==> src/rtl/des_pkg.sv <==
package des_pkg;

   localparam int BLK_W  = 64;
   localparam int HALF_W = 32;
   localparam int KH_W   = 28;
   localparam int RK_W   = 48;

   typedef enum logic [1:0] {
      OP_KEY   = 2'b00,
      OP_DATA  = 2'b01,
      OP_ROUND = 2'b10,
      OP_READ  = 2'b11
   } op_e;

   // Position tables: entry i names the 1-based source bit (MSB = 1) of output bit i.
   localparam int IP_TAB [64] = '{
      58,50,42,34,26,18,10,2, 60,52,44,36,28,20,12,4,
      62,54,46,38,30,22,14,6, 64,56,48,40,32,24,16,8,
      57,49,41,33,25,17,9,1,  59,51,43,35,27,19,11,3,
      61,53,45,37,29,21,13,5, 63,55,47,39,31,23,15,7};

   localparam int FP_TAB [64] = '{
      40,8,48,16,56,24,64,32, 39,7,47,15,55,23,63,31,
      38,6,46,14,54,22,62,30, 37,5,45,13,53,21,61,29,
      36,4,44,12,52,20,60,28, 35,3,43,11,51,19,59,27,
      34,2,42,10,50,18,58,26, 33,1,41,9,49,17,57,25};

   localparam int E_TAB [48] = '{
      32,1,2,3,4,5,     4,5,6,7,8,9,      8,9,10,11,12,13,   12,13,14,15,16,17,
      16,17,18,19,20,21, 20,21,22,23,24,25, 24,25,26,27,28,29, 28,29,30,31,32,1};

   localparam int P_TAB [32] = '{
      16,7,20,21,29,12,28,17, 1,15,23,26,5,18,31,10,
      2,8,24,14,32,27,3,9,    19,13,30,6,22,11,4,25};

   localparam int PC1_TAB [56] = '{
      57,49,41,33,25,17,9,  1,58,50,42,34,26,18,
      10,2,59,51,43,35,27,  19,11,3,60,52,44,36,
      63,55,47,39,31,23,15, 7,62,54,46,38,30,22,
      14,6,61,53,45,37,29,  21,13,5,28,20,12,4};

   localparam int PC2_TAB [48] = '{
      14,17,11,24,1,5,   3,28,15,6,21,10,   23,19,12,4,26,8,   16,7,27,20,13,2,
      41,52,31,37,47,55, 30,40,51,45,33,48, 44,49,39,56,34,53, 46,42,50,36,29,32};

   // Substitution boxes, index = row*16 + column.
   localparam int SB1 [64] = '{
      14,4,13,1,2,15,11,8,3,10,6,12,5,9,0,7,  0,15,7,4,14,2,13,1,10,6,12,11,9,5,3,8,
      4,1,14,8,13,6,2,11,15,12,9,7,3,10,5,0,  15,12,8,2,4,9,1,7,5,11,3,14,10,0,6,13};
   localparam int SB2 [64] = '{
      15,1,8,14,6,11,3,4,9,7,2,13,12,0,5,10,  3,13,4,7,15,2,8,14,12,0,1,10,6,9,11,5,
      0,14,7,11,10,4,13,1,5,8,12,6,9,3,2,15,  13,8,10,1,3,15,4,2,11,6,7,12,0,5,14,9};
   localparam int SB3 [64] = '{
      10,0,9,14,6,3,15,5,1,13,12,7,11,4,2,8,  13,7,0,9,3,4,6,10,2,8,5,14,12,11,15,1,
      13,6,4,9,8,15,3,0,11,1,2,12,5,10,14,7,  1,10,13,0,6,9,8,7,4,15,14,3,11,5,2,12};
   localparam int SB4 [64] = '{
      7,13,14,3,0,6,9,10,1,2,8,5,11,12,4,15,  13,8,11,5,6,15,0,3,4,7,2,12,1,10,14,9,
      10,6,9,0,12,11,7,13,15,1,3,14,5,2,8,4,  3,15,0,6,10,1,13,8,9,4,5,11,12,7,2,14};
   localparam int SB5 [64] = '{
      2,12,4,1,7,10,11,6,8,5,3,15,13,0,14,9,  14,11,2,12,4,7,13,1,5,0,15,10,3,9,8,6,
      4,2,1,11,10,13,7,8,15,9,12,5,6,3,0,14,  11,8,12,7,1,14,2,13,6,15,0,9,10,4,5,3};
   localparam int SB6 [64] = '{
      12,1,10,15,9,2,6,8,0,13,3,4,14,7,5,11,  10,15,4,2,7,12,9,5,6,1,13,14,0,11,3,8,
      9,14,15,5,2,8,12,3,7,0,4,10,1,13,11,6,  4,3,2,12,9,5,15,10,11,14,1,7,6,0,8,13};
   localparam int SB7 [64] = '{
      4,11,2,14,15,0,8,13,3,12,9,7,5,10,6,1,  13,0,11,7,4,9,1,10,14,3,5,12,2,15,8,6,
      1,4,11,13,12,3,7,14,10,15,6,8,0,5,9,2,  6,11,13,8,1,4,10,7,9,5,0,15,14,2,3,12};
   localparam int SB8 [64] = '{
      13,2,8,4,6,15,11,1,10,9,3,14,5,0,12,7,  1,15,13,8,10,3,7,4,12,5,6,11,0,14,9,2,
      7,11,4,1,9,12,14,2,0,6,10,13,15,3,5,8,  2,1,14,7,4,10,8,13,15,12,9,0,3,5,6,11};

   function automatic logic [63:0] perm_ip(input logic [63:0] x);
      logic [63:0] y;
      for (int i = 0; i < 64; i++) y[63-i] = x[64-IP_TAB[i]];
      return y;
   endfunction

   function automatic logic [63:0] perm_fp(input logic [63:0] x);
      logic [63:0] y;
      for (int i = 0; i < 64; i++) y[63-i] = x[64-FP_TAB[i]];
      return y;
   endfunction

   function automatic logic [47:0] perm_e(input logic [31:0] x);
      logic [47:0] y;
      for (int i = 0; i < 48; i++) y[47-i] = x[32-E_TAB[i]];
      return y;
   endfunction

   function automatic logic [31:0] perm_p(input logic [31:0] x);
      logic [31:0] y;
      for (int i = 0; i < 32; i++) y[31-i] = x[32-P_TAB[i]];
      return y;
   endfunction

   function automatic logic [55:0] perm_pc1(input logic [63:0] x);
      logic [55:0] y;
      for (int i = 0; i < 56; i++) y[55-i] = x[64-PC1_TAB[i]];
      return y;
   endfunction

   function automatic logic [47:0] perm_pc2(input logic [55:0] x);
      logic [47:0] y;
      for (int i = 0; i < 48; i++) y[47-i] = x[56-PC2_TAB[i]];
      return y;
   endfunction

   function automatic logic [3:0] sbox(input int n, input logic [5:0] x);
      int idx;
      int v;
      idx = 32 * int'(x[5]) + 16 * int'(x[0]) + int'(x[4:1]);
      case (n)
         0:       v = SB1[idx];
         1:       v = SB2[idx];
         2:       v = SB3[idx];
         3:       v = SB4[idx];
         4:       v = SB5[idx];
         5:       v = SB6[idx];
         6:       v = SB7[idx];
         default: v = SB8[idx];
      endcase
      return 4'(v);
   endfunction

endpackage

==> src/rtl/des_key_sched.sv <==
module des_key_sched #(
   parameter int KEY_W  = 64,
   parameter int KH_W   = 28,
   parameter int RK_W   = 48
) (
   input  logic              clk,
   input  logic              rst,
   input  logic              load_en,
   input  logic [KEY_W-1:0]  key_in,
   input  logic              step_en,
   input  logic              dec,
   input  logic              dbl,
   output logic [RK_W-1:0]   round_key,
   output logic [KH_W-1:0]   c_o,
   output logic [KH_W-1:0]   d_o
);
   localparam int CD_W = 2 * KH_W;

   if (KEY_W != 64 || KH_W != 28 || RK_W != 48) begin : g_bad_geometry
      $error("des_key_sched: geometry must be 64/28/48");
   end

   logic [KH_W-1:0] c_q, d_q;
   logic [KH_W-1:0] c_left, d_left, c_right, d_right;
   logic [CD_W-1:0] pc1_out;

   assign pc1_out = des_pkg::perm_pc1(key_in);

   always_comb begin
      if (dbl) begin
         c_left  = {c_q[KH_W-3:0], c_q[KH_W-1:KH_W-2]};
         d_left  = {d_q[KH_W-3:0], d_q[KH_W-1:KH_W-2]};
         c_right = {c_q[1:0], c_q[KH_W-1:2]};
         d_right = {d_q[1:0], d_q[KH_W-1:2]};
      end else begin
         c_left  = {c_q[KH_W-2:0], c_q[KH_W-1]};
         d_left  = {d_q[KH_W-2:0], d_q[KH_W-1]};
         c_right = {c_q[0], c_q[KH_W-1:1]};
         d_right = {d_q[0], d_q[KH_W-1:1]};
      end
   end

   // Encrypt keys come from the rotated halves, decrypt keys from the current ones.
   assign round_key = dec ? des_pkg::perm_pc2({c_q, d_q})
                          : des_pkg::perm_pc2({c_left, d_left});

   always_ff @(posedge clk) begin
      if (rst) begin
         c_q <= '0;
         d_q <= '0;
      end else if (load_en) begin
         c_q <= pc1_out[CD_W-1:KH_W];
         d_q <= pc1_out[KH_W-1:0];
      end else if (step_en) begin
         c_q <= dec ? c_right : c_left;
         d_q <= dec ? d_right : d_left;
      end
   end

   assign c_o = c_q;
   assign d_o = d_q;
endmodule

==> src/rtl/des_feistel.sv <==
module des_feistel #(
   parameter int HALF_W = 32,
   parameter int RK_W   = 48,
   parameter int N_BOX  = 8
) (
   input  logic [HALF_W-1:0] r_in,
   input  logic [RK_W-1:0]   key_in,
   output logic [HALF_W-1:0] f_out
);
   localparam int IN_PER  = RK_W / N_BOX;
   localparam int OUT_PER = HALF_W / N_BOX;

   if (IN_PER != 6 || OUT_PER != 4) begin : g_bad_split
      $error("des_feistel: boxes must map 6 bits to 4 bits");
   end

   logic [RK_W-1:0]   mixed;
   logic [HALF_W-1:0] sub;

   assign mixed = des_pkg::perm_e(r_in) ^ key_in;

   for (genvar g = 0; g < N_BOX; g++) begin : g_box
      assign sub[HALF_W-1-OUT_PER*g -: OUT_PER] =
         des_pkg::sbox(g, mixed[RK_W-1-IN_PER*g -: IN_PER]);
   end

   assign f_out = des_pkg::perm_p(sub);
endmodule

==> src/rtl/des_round_unit.sv <==
module des_round_unit #(
   parameter int WORD_W = 32,
   parameter int OPC_W  = 2
) (
   input  logic              clk,
   input  logic              rst,
   input  logic              valid_i,
   input  logic [OPC_W-1:0]  opc_i,
   input  logic [WORD_W-1:0] op_a_i,
   input  logic [WORD_W-1:0] op_b_i,
   output logic [WORD_W-1:0] result_o
);
   import des_pkg::*;

   localparam int DW = 2 * WORD_W;

   if (WORD_W != HALF_W || OPC_W != 2) begin : g_bad_ports
      $error("des_round_unit: WORD_W must be 32 and OPC_W 2");
   end

   op_e               op;
   logic              do_key, do_data, do_round, do_read;
   logic [WORD_W-1:0] l_q, r_q, f_val, result_q;
   logic [RK_W-1:0]   rkey;
   logic [KH_W-1:0]   key_c, key_d;
   logic [DW-1:0]     ip_out, fp_out;

   assign op       = op_e'(opc_i);
   assign do_key   = valid_i && (op == OP_KEY);
   assign do_data  = valid_i && (op == OP_DATA);
   assign do_round = valid_i && (op == OP_ROUND);
   assign do_read  = valid_i && (op == OP_READ);

   des_key_sched #(.KEY_W(DW), .KH_W(KH_W), .RK_W(RK_W)) u_ks (
      .clk       (clk),
      .rst       (rst),
      .load_en   (do_key),
      .key_in    ({op_a_i, op_b_i}),
      .step_en   (do_round),
      .dec       (op_a_i[0]),
      .dbl       (op_a_i[1]),
      .round_key (rkey),
      .c_o       (key_c),
      .d_o       (key_d)
   );

   des_feistel #(.HALF_W(WORD_W), .RK_W(RK_W), .N_BOX(8)) u_f (
      .r_in   (r_q),
      .key_in (rkey),
      .f_out  (f_val)
   );

   assign ip_out = perm_ip({op_a_i, op_b_i});
   assign fp_out = perm_fp({r_q, l_q});

   always_ff @(posedge clk) begin
      if (rst) begin
         l_q      <= '0;
         r_q      <= '0;
         result_q <= '0;
      end else begin
         if (do_data) begin
            l_q <= ip_out[DW-1:WORD_W];
            r_q <= ip_out[WORD_W-1:0];
         end else if (do_round) begin
            l_q <= r_q;
            r_q <= l_q ^ f_val;
         end
         if (do_read)
            result_q <= op_a_i[0] ? fp_out[DW-1:WORD_W] : fp_out[WORD_W-1:0];
      end
   end

   assign result_o = result_q;
endmodule

==> config.mk <==
export PLATFORM = sky130hd
export DESIGN_NAME = des_round_unit
export DESIGN_NICKNAME = d
export VERILOG_FILES = /design/src/rtl/des_pkg.sv /design/src/rtl/des_key_sched.sv /design/src/rtl/des_feistel.sv /design/src/rtl/des_round_unit.sv
export SDC_FILE = /design/constraint.sdc
export NUM_CORES = 1
export LEC_CHECK = 0
export ABC_AREA = 1
export BUFFER_PORTS_ARGS = -buffer_cell sky130_fd_sc_hd__buf_2
export CAP_MARGIN = 10
export CORE_MARGIN = 2
export CORE_UTILIZATION = 31
export CTS_CLUSTER_DIAMETER = 150
export DETAILED_ROUTE_END_ITERATION = 7
export SYNTH_ARGS = -nofsm -noshare
export SYNTH_HDL_FRONTEND = slang
export SYNTH_SLANG_ARGS = --single-unit
==> constraint.sdc <==
create_clock -name clk -period 3.1 [get_ports clk]
set_input_delay 0.31 -clock clk [delete_from_list [all_inputs] [get_ports clk]]
set_output_delay 0.31 -clock clk [all_outputs]
set_load 0.01 [all_outputs]
## After elaboration in Yosys (flattened, before gate mapping)

Memory sizes are Yosys's and may differ from the RTL's.
Index checks and enable logic that the tools add are counted.

| storage, ports and cells | value |
|---|---|
| register bits after elaboration | 152 |
| bits in read-only memories | 16384 |
| input bits | 69 |
| memories kept | 8 |

| operators by class | value |
|---|---|
| $add $sub $neg | 16 |
| $lt $le $gt $ge | 8 |
| equal/unequal tests | 3 |
| multiplexer cells | 32 |
| bitwise logic cells | 10 |
| reductions and logical operators | 7 |

Memories:

| name | words | width | rd ports | clocked after Yosys merged registers in | wr ports | RTL line | RTL |
|---|---|---|---|---|---|---|---|
| (name not given) | 64 | 32 | 1 | 0 | 0 | des_pkg.sv:115 | `2: v = SB3[idx];` |
| (name not given) | 64 | 32 | 1 | 0 | 0 | des_pkg.sv:118 | `5: v = SB6[idx];` |
| (name not given) | 64 | 32 | 1 | 0 | 0 | des_pkg.sv:114 | `1: v = SB2[idx];` |
| (name not given) | 64 | 32 | 1 | 0 | 0 | des_pkg.sv:119 | `6: v = SB7[idx];` |
| (name not given) | 64 | 32 | 1 | 0 | 0 | des_pkg.sv:113 | `0: v = SB1[idx];` |
| (name not given) | 64 | 32 | 1 | 0 | 0 | des_pkg.sv:120 | `default: v = SB8[idx];` |
| +2 memories | - | - | - | - | - | - |  |

Operator list:

| operator | count |
|---|---|
| $mux 28 | 10 |
| $add 32x5->32 | 8 |
| $ge 32x7->1 const B | 8 |
| $not 32->32 | 8 |
| $mux 32 | 5 |
| $mux 4 | 16 |
| $add 6x5->7 | 8 |
| $mux 48 | 1 |
| $xor 48x48->48 | 1 |
| $xor 32x32->32 | 1 |
| $eq 2x2->1 const B | 2 |
| $logic_and 1x1->1 | 4 |
| $reduce_bool 2->1 | 2 |
| $eq 2x1->1 const B | 1 |
| $logic_not 2->1 | 1 |

## Logic depth before layout (Yosys ltp)

Gate-level depths: netlist (run 1).

| depth | value |
|---|---|
| word-level depth | 12 |
| depth in mapped cells | 22 |
| gate-level depth less buffers | 20 |

## By module

From an unflattened synthesis (run 1), not the netlist that was laid out.

| unflattened totals | value |
|---|---|
| cell total of the unflattened synthesis | 2729 |
| area, all modules | 14705.4 µm² |

By module, submodules not included:

| module | instances | cells each | area each (µm²) |
|---|---|---|---|
| des_feistel | 1 | 1100 | 5343.9 |
| des_round_unit | 1 | 879 | 5124.9 |
| des_key_sched | 1 | 750 | 4236.6 |

## Worst setup path before layout (run 1)

No wires, ideal clock.

| path | value |
|---|---|
| path kind | input to register |
| start point | input op_a_i[1] |
| end point | register r_q[25] |
| setup time | 0.132 ns |
| data arrival time | 2.212 ns |
| data required time | 2.968 ns |
| slack | 0.755 ns |
| cell stages on the path | 20 |
| buffers on the path | 3 |
| cells stage by stage | buf_6 -> buf_8 -> buf_6 -> nand2_1 -> o21ai_1 -> nand2_1 -> nand2_1 -> nand2_1 -> nand2_2 -> ha_1 -> inv_1 -> nand3_1 -> nand2_1 -> nand2_1 -> nand3_1 -> nand3_1 -> nand2_1 -> nand2_1 -> nand3_1 -> a21oi_1 |

| on the way | value |
|---|---|
| longest elaborated chain between the ends | 12 |

Ends and longest elaborated chain:

| what | RTL line | RTL |
|---|---|---|
| start: declaration | des_round_unit.sv:9 | `input logic [WORD_W-1:0] op_a_i,` |
| $mux 28 * | des_key_sched.sv:30 | `if (dbl) begin` |
| $mux 48 * | des_key_sched.sv:44 | `assign round_key = dec ? des_pkg::perm_pc2({c_q, d_q})` |
| $xor 48x48->48 * | des_feistel.sv:20 | `assign mixed = des_pkg::perm_e(r_in) ^ key_in;` |
| $add 6x5->7 | des_pkg.sv:111 | `idx = 32 * int'(x[5]) + 16 * int'(x[0]) + int'(x[4:1]);` |
| $add 32x5->32 * | des_pkg.sv:111 |  |
| $not 32->32 (implied by the code) * | des_pkg.sv:119 |  |
| $mem_v2 64x32 * | - |  |
| $mux 4 (implied by the code) * (2 in a row) | des_pkg.sv:119 |  |
| $xor 32x32->32 * | des_round_unit.sv:67 | `r_q <= l_q ^ f_val;` |
| $mux 32 * | des_round_unit.sv:65 | `end else if (do_round) begin` |
| $mux 32 * | des_round_unit.sv:62 | `if (do_data) begin` |
| end signal: assignment | des_round_unit.sv:64 | `r_q <= ip_out[WORD_W-1:0];` |
| end signal: assignment | des_round_unit.sv:67 |  |
| end: declaration | des_round_unit.sv:23 | `logic [WORD_W-1:0] l_q, r_q, f_val, result_q;` |

Every way passes the cells marked *; elsewhere a longest branch is shown, timed or not. The select of a mux whose other input is x is not followed.
A chain may end at the register's enable or synchronous reset.

## Final worst setup path (run 1)

| path | value |
|---|---|
| start point | register u_ks.d_q[27] (netlist: u_ks.d_o[27]) |
| end point | register r_q[20] |

| on the way | value |
|---|---|
| longest elaborated chain between the ends | 11 |

Ends and longest elaborated chain:

| what | RTL line | RTL |
|---|---|---|
| start: declaration | des_key_sched.sv:23 | `logic [KH_W-1:0] c_q, d_q;` |
| start signal: assignment | des_key_sched.sv:53 | `d_q <= pc1_out[KH_W-1:0];` |
| start signal: assignment | des_key_sched.sv:56 | `d_q <= dec ? d_right : d_left;` |
| $mux 28 | des_key_sched.sv:30 |  |
| $mux 48 | des_key_sched.sv:44 |  |
| $xor 48x48->48 | des_feistel.sv:20 |  |
| $add 32x5->32 | des_pkg.sv:111 |  |
| $not 32->32 (implied by the code) | des_pkg.sv:119 |  |
| $mem_v2 64x32 | - |  |
| $mux 4 (implied by the code) (2 in a row) | des_pkg.sv:119 |  |
| $xor 32x32->32 | des_round_unit.sv:67 |  |
| $mux 32 | des_round_unit.sv:65 |  |
| $mux 32 | des_round_unit.sv:62 |  |

No other way between the ends. The select of a mux whose other input is x is not followed.

==> impl_metrics.tcl, run 1 <==
set metrics [dict create \
    status "complete, no violations" \
    hold_depth 3 \
    portBuffers 100 \
    drt_iter0_drc 1943 \
    first_global_vias 15760 \
    worst-endpoint-arrival_ns 2.95 \
    yosysSeqAreaShare_pct 20.79 \
    grt-ovfl-total 0 \
    fmax_mhz 381.5 \
    cts_buffer_depth 2 \
    rsz0062_at_grt "false" \
    post_cts_resized 0 \
    synth_nets 2706 \
    cts_root_buffer "clkbuf_16" \
    synth_area_um2 14640 \
    worstReg2RegStart "u_ks.d_o[27]" \
    slew_headroom_pct 47.04 \
    rr_worst_depth 17 \
    clk_latency_ns 0.47 \
    netlist_instances 2575 \
    skew_ns 0.01157 \
    setup-violations-final 0 \
    critPathKind "reg2reg" \
    leakagePower_nw 7.648 \
    mostFrequentLayoutCells "1,048 x nand2_1, 444 x nand3_1, 228 x inv_1" \
    start_kind "flop" \
    initial_core_util_pct 31.44 \
    hold_end "l_q[26]" \
    layout_commonest_cell "nand2_1" \
    grt_max_degree 121 \
    die_y_um 221.3 \
    drc 0 \
    crit_fanout 7 \
    drive_above_1_share_pct 11.28 \
    final.min_clock_period_ns 2.621 \
    ios 101 \
    wire_per_inst_um 18.25 \
    crit_slowest_cell "dfxtp_1" \
    cts.sinks 152 \
    synthDistinctLibCells 33 \
    finalCritPeriodShare_pct 84.55 \
    slew_violations 0 \
    critical_path_required_ns 3.43 \
    drv_cap 0 \
    cp_cell_sequence "inv_1, o21ai_1, nand2_1, nand2_1, nand2_1, nand2_2, ha_1, inv_1, nand3_1, nand3_1, nand2_1, nand2_1, nand3_1, nand2_1, nand2_1, nand3_1, a21oi_1" \
    ff2ff_setup_slack_ns 0.48 \
    min-delay-start "op_a_i[14]" \
    cp-end-kind "flop" \
    numCtsBuffers 17 \
    dieWidth_um 221.3 \
    antenna_found_initial 2 \
    path_common_cell "nand2_1" \
    placed_area_um2 15720 \
    clk_pin_slew_ns 0.07 \
    yosys_register_bits 152 \
    tightest_slew_ns 0.7896 \
    gp_congestion 0.9788 \
    dp.final_hpwl_mm 45.36 \
    final_antenna_net_count 0 \
    num_rows 79 \
    cts_tree "done" \
    final.setup.tns_ns 0 \
    hp-class "in2reg" \
    cp_slowest_stage_delay_ns 0.44 \
    cts_max_level 4 \
    die-area_um2 48970 \
    post-cts-setup-buffer-count 0 \
    vias 17190 \
    pwr_density_cell_nw_per_um2 447.8 \
    vias_per_cell 5.302 \
    synth_warnings 0 \
    syn_area_per_cell_um2 5.684 \
    max-vdd-ir-drop_uv 391.3 \
    cts_hold_buffers 0 \
    grt_pass1_wl_mm 92.09 \
    drt_pass1_iterations 8 \
    area_delta_synth_final_pct 11.84 \
    core_area_um2 46560 \
    routed_wl_mm 59.20 \
    nets 2752 \
    hold_violations 0 \
    grt_usage_pct 23.79 \
    finalInstanceArea_um2 16370 \
    rr_endpoint "r_q[20]" \
]
## cell type report
class                      instances  area (um^2)
multi-input combinational       2050         9985
clock buffer                      19        452.9
sequential                       152         3043
tap                              607        759.5
inverter                         248        933.4
clock inverter                    13        192.7
antenna                            2        5.005
fill                            5201        30190
timing repair buffer             152        998.5
## worst max-delay path: cells and delay by family, from the launching register on
family          cells  cell delay (ns)
simple gates       12             1.34
buf+inv             2             0.20
flops               1             0.44
fa+ha+maj           1             0.28
compound gates      2             0.22
## registers in the layout, summed over array words and instances, names as in the netlist
| name | cells |
|---|---|
| l_q | 32 |
| r_q | 32 |
| result_o | 32 |
| u_ks.c_o | 28 |
| u_ks.d_o | 28 |
## synth_stat cells
| library cell | number | area share [%] |
|---|---|---|
| a31oi_1 | 64 | 2.7 |
| nand2_2 | 59 | 2.5 |
| clkinv_1 | 1 | 0.026 |
| a21oi_2 | 1 | 0.060 |
| inv_2 | 16 | 0.41 |
| buf_2 | 10 | 0.34 |
| o21ai_0 | 73 | 2.5 |
| buf_4 | 21 | 1.1 |
| xor2_4 | 3 | 0.56 |
| a211oi_1 | 65 | 3.3 |
| o221ai_1 | 2 | 0.12 |
| clkbuf_1 | 76 | 1.9 |
| a21oi_1 | 41 | 1.4 |
| buf_8 | 2 | 0.21 |
| nand2_1 | 1048 | 27 |
| inv_4 | 1 | 0.043 |
| o21ai_1 | 27 | 0.92 |
| buf_1 | 1 | 0.026 |
| nand4_1 | 1 | 0.043 |
| buf_6 | 15 | 1.2 |
| nand3b_1 | 5 | 0.26 |
| nor2_2 | 1 | 0.043 |
| inv_1 | 230 | 5.9 |
| a221oi_1 | 23 | 1.4 |
| xor2_2 | 7 | 0.78 |
| nand3_2 | 3 | 0.21 |
| o211ai_1 | 6 | 0.31 |
| ha_1 | 62 | 5.3 |
| nor2_1 | 97 | 2.5 |
| nand2_4 | 1 | 0.077 |
| o21ai_2 | 16 | 0.96 |
| dfxtp_1 | 152 | 21 |
| nand3_1 | 445 | 15 |
## per-layer routing
layer | GRT usage, % | up-vias | share of wire, %
met1 | 31.19 | 7861 | 43
li1 | - | 8503 | -
met3 | 3.771 | 105 | 7.3
met2 | 38.44 | 724 | 45
met5 | 0 | - | 0
met4 | 10.54 | 0 | 4.2
## where the power goes
group / total (mW) / switching [mW] / leakage, nW / internal, mW
registers: 2.18 / 0.126 / 1.24 / 2.06
logic: 2.76 / 1.88 / 6.10 / 0.881
clock network: 2.39 / 0.992 / 0.304 / 1.40
total: 7.33 / 3.00 / 7.65 / 4.34
## worst max-delay path by stage
| stage | end | start | cells past startpoint |
|---|---|---|---|
| floorplan | r_q[25] | op_a_i[1] | 20 |
| global placement | r_q[24] | op_a_i[1] | 17 |
| detailed placement | r_q[18] | op_a_i[1] | 17 |
| CTS | r_q[20] | u_ks.d_o[27] | 16 |
| global route | r_q[20] | u_ks.d_o[27] | 17 |
| finish | r_q[20] | u_ks.d_o[27] | 17 |
## kinds of logic (layout without fill, tap and decap cells)
logic type | Yosys count | in the layout | share of synthesized area, %
simple gates | 1660 | 1660 | 47.73
buf+inv | 373 | 432 | 11.13
compound gates | 318 | 318 | 13.71
flops | 152 | 152 | 20.79
fa+ha+maj | 62 | 62 | 5.300
xor+xnor | 10 | 10 | 1.342
other cells | 0 | 2 | 0
## through the flow
step	utilization, %	total power, mW	setup slack, ns	std cells	hold WS (ns)
after floorplan	-	4.171	0.7554	2575	0.4604
after global placement	33.76	4.953	0.2464	3209	0.4432
after detailed placement	33.76	4.925	0.2506	3209	0.4402
after CTS	35.15	7.301	0.5923	3241	0.08139
after global routing	35.16	7.782	0.2544	3242	0.1018
final	35.16	7.331	0.4789	3243	0.09637
Note: power is estimated with default switching activity, not from simulation.
==> run 2, diff against run 1 <==
Clock period 3.1 ns to 2.1 ns, I/O delays scaled along.
==> impl_metrics.tcl, run 2 (synthesized netlist as in run 1, its figures left out) <==
set metrics [dict create \
    antenna_found_initial 2 \
    drt_pass1_iterations 6 \
    final.setup.tns_ns -0.1101 \
    cp_slowest_stage_delay_ns 0.36 \
    leakagePower_nw 9.759 \
    clk_latency_ns 0.47 \
    ios 101 \
    tightest_slew_ns 0.7709 \
    cts_buffer_depth 2 \
    num-fill-cells 4852 \
    grt-ovfl-total 0 \
    routed_wl_mm 65.39 \
    cp-end-kind "flop" \
    core_area_um2 46560 \
    combinationalPowerShare_pct 47.7 \
    cts_root_buffer "clkbuf_16" \
    fmax_mhz 468.2 \
    critical_path_required_ns 2.44 \
    path_common_cell "nand2_1" \
    drive_above_1_share_pct 33.96 \
    worst-endpoint-arrival_ns 2.48 \
    dieWidth_um 221.3 \
    die-area_um2 48970 \
    wl_met2_mm 29.82 \
    crit_slowest_cell "dfxtp_2" \
    p_switching_mw 5.027 \
    first_global_vias 17080 \
    final_antenna_net_count 0 \
    gp_congestion 0.9940 \
    drt_iter0_drc 1870 \
    layout_commonest_cell "nand2_1" \
    nets 3110 \
    power_frac_seq_pct 26.7 \
    multi_input_area_um2 11620 \
    pwr_density_cell_nw_per_um2 576.3 \
    slew_violations 0 \
    p_int_mw 7.021 \
    cts_max_level 4 \
    final.min_clock_period_ns 2.136 \
    start_kind "flop" \
    cts.sinks 152 \
    fin_util_pct 44.91 \
    hold_violations 0 \
    layout_setup_ws_ns -0.03584 \
    stdcell_count 3600 \
    cts_tree "done" \
    top_layer "met5" \
    dp.final_hpwl_mm 49.89 \
    rsz0062_at_grt "true" \
    max-vdd-ir-drop_uv 683.3 \
    hp-class "in2reg" \
    switching_share_pct 41.72 \
    crit_fanout 6 \
    met3WireLength_mm 4.811 \
    slew_headroom_pct 48.61 \
    mostFrequentLayoutCells "909 x nand2_1, 369 x buf_4, 329 x nand3_1" \
    critPathKind "reg2reg" \
    vias_per_cell 5.214 \
    grt_max_degree 89 \
    skew_ns 0.01532 \
    clk_pin_slew_ns 0.07 \
    finalCritPeriodShare_pct 101.7 \
    cp_cell_sequence "inv_2, o21ai_2, nand2_2, nand2_2, nand2_2, nand2_4, ha_4, nand3b_1, nand2_1, nand2_1, nand3_1, nand3_1, nand2_1, nand2_1, nand3_1, a21oi_1" \
    drv_cap 0 \
    drc 0 \
    setup-violations-final 4 \
    portBuffers 100 \
    seq_area_um2 3089 \
    grt_pass1_wl_mm 97.68 \
    wire_per_inst_um 18.16 \
    vias 18770 \
    violations "setup timing" \
    num_rows 79 \
    status "finished, violations left" \
    dp_cells 3536 \
    grt_usage_pct 25.50 \
    initial_core_util_pct 31.44 \
    numCtsBuffers 17 \
    wl_met1_mm 27.30 \
    area_delta_synth_final_pct 42.84 \
    clockPowerShare_pct 25.6 \
    die_y_um 221.3 \
]
==> run 2: final timing paths <==
| check | startpoint | end | slack (ns) | cells after the start |
|---|---|---|---|---|
| max | u_ks.d_o[18] | r_q[18] | -0.04 | 16 |
| min reg2reg | result_o[19] | result_o[19] | 0.45 | 2 |
| max reg2reg | u_ks.d_o[18] | r_q[18] | -0.04 | 16 |
| min | op_a_i[14] | l_q[26] | 0.02 | 3 |
==> run 2: timing repair <==
action | CTS | global route
setup endpoints to repair | 26 | 32
hold endpoints to repair | 1 | 0
hold buffers | 1 | 0
gates cloned | 0 | 1
buffers inserted | 3 | 27
pin swaps | 23 | 134
resized for setup | 64 | 388
==> run 2: layout make-up <==
class / instances / share of cell area [%]
timing repair buffer: 509 / 18.80
tap: 607 / 3.633
clock inverter: 11 / 0.4788
sequential: 152 / 14.78
antenna: 1 / 0.01197
multi-input combinational: 2051 / 55.57
inverter: 248 / 4.572
clock buffer: 21 / 2.155
==> run 2: power by group through the flow <==
stage / clock [mW] / combinational (mW) / sequential, mW
final: 3.08 / 5.75 / 3.22
after global placement: 0 / 4.84 / 3.26
after floorplan: 0 / 2.98 / 3.21
after global routing: 3.22 / 6.30 / 3.23
after detailed placement: 0 / 4.81 / 3.26
after CTS: 3.10 / 4.92 / 3.20
==> run 2: metal layers <==
layer  global-route usage [%]  vias to the layer above
met3                    4.794                      145
met2                    40.50                      734
met5                        0                        -
met4                    12.90                        2
li1                         -                     9229
met1                    32.91                     8660
==> run 2: worst max-delay path, delay by kind of cell (launching register included) <==
kind | cells | cell delay (ns)
AOI/OAI and AO/OA | 2 | 0.20
and+or+nand+nor | 12 | 1.17
DFF | 1 | 0.36
buffers and inverters | 1 | 0.05
adders and majority gates | 1 | 0.22
==> run 2: through the flow <==
stage / instance area (um^2) / worst slack (ns) / hold slack, ns / total power [mW]
6_report: 20910 / -0.03584 / 0.02052 / 12.05
5_1_grt: 20910 / -0.1681 / 0.02044 / 12.75
4_1_cts: 19210 / -0.001518 / 0.01192 / 11.22
3_5_place_dp: 18420 / -0.4280 / 0.4353 / 8.071
3_3_place_gp: 18420 / -0.4558 / 0.4350 / 8.104
2_1_floorplan: 14720 / -0.006801 / 0.3604 / 6.192
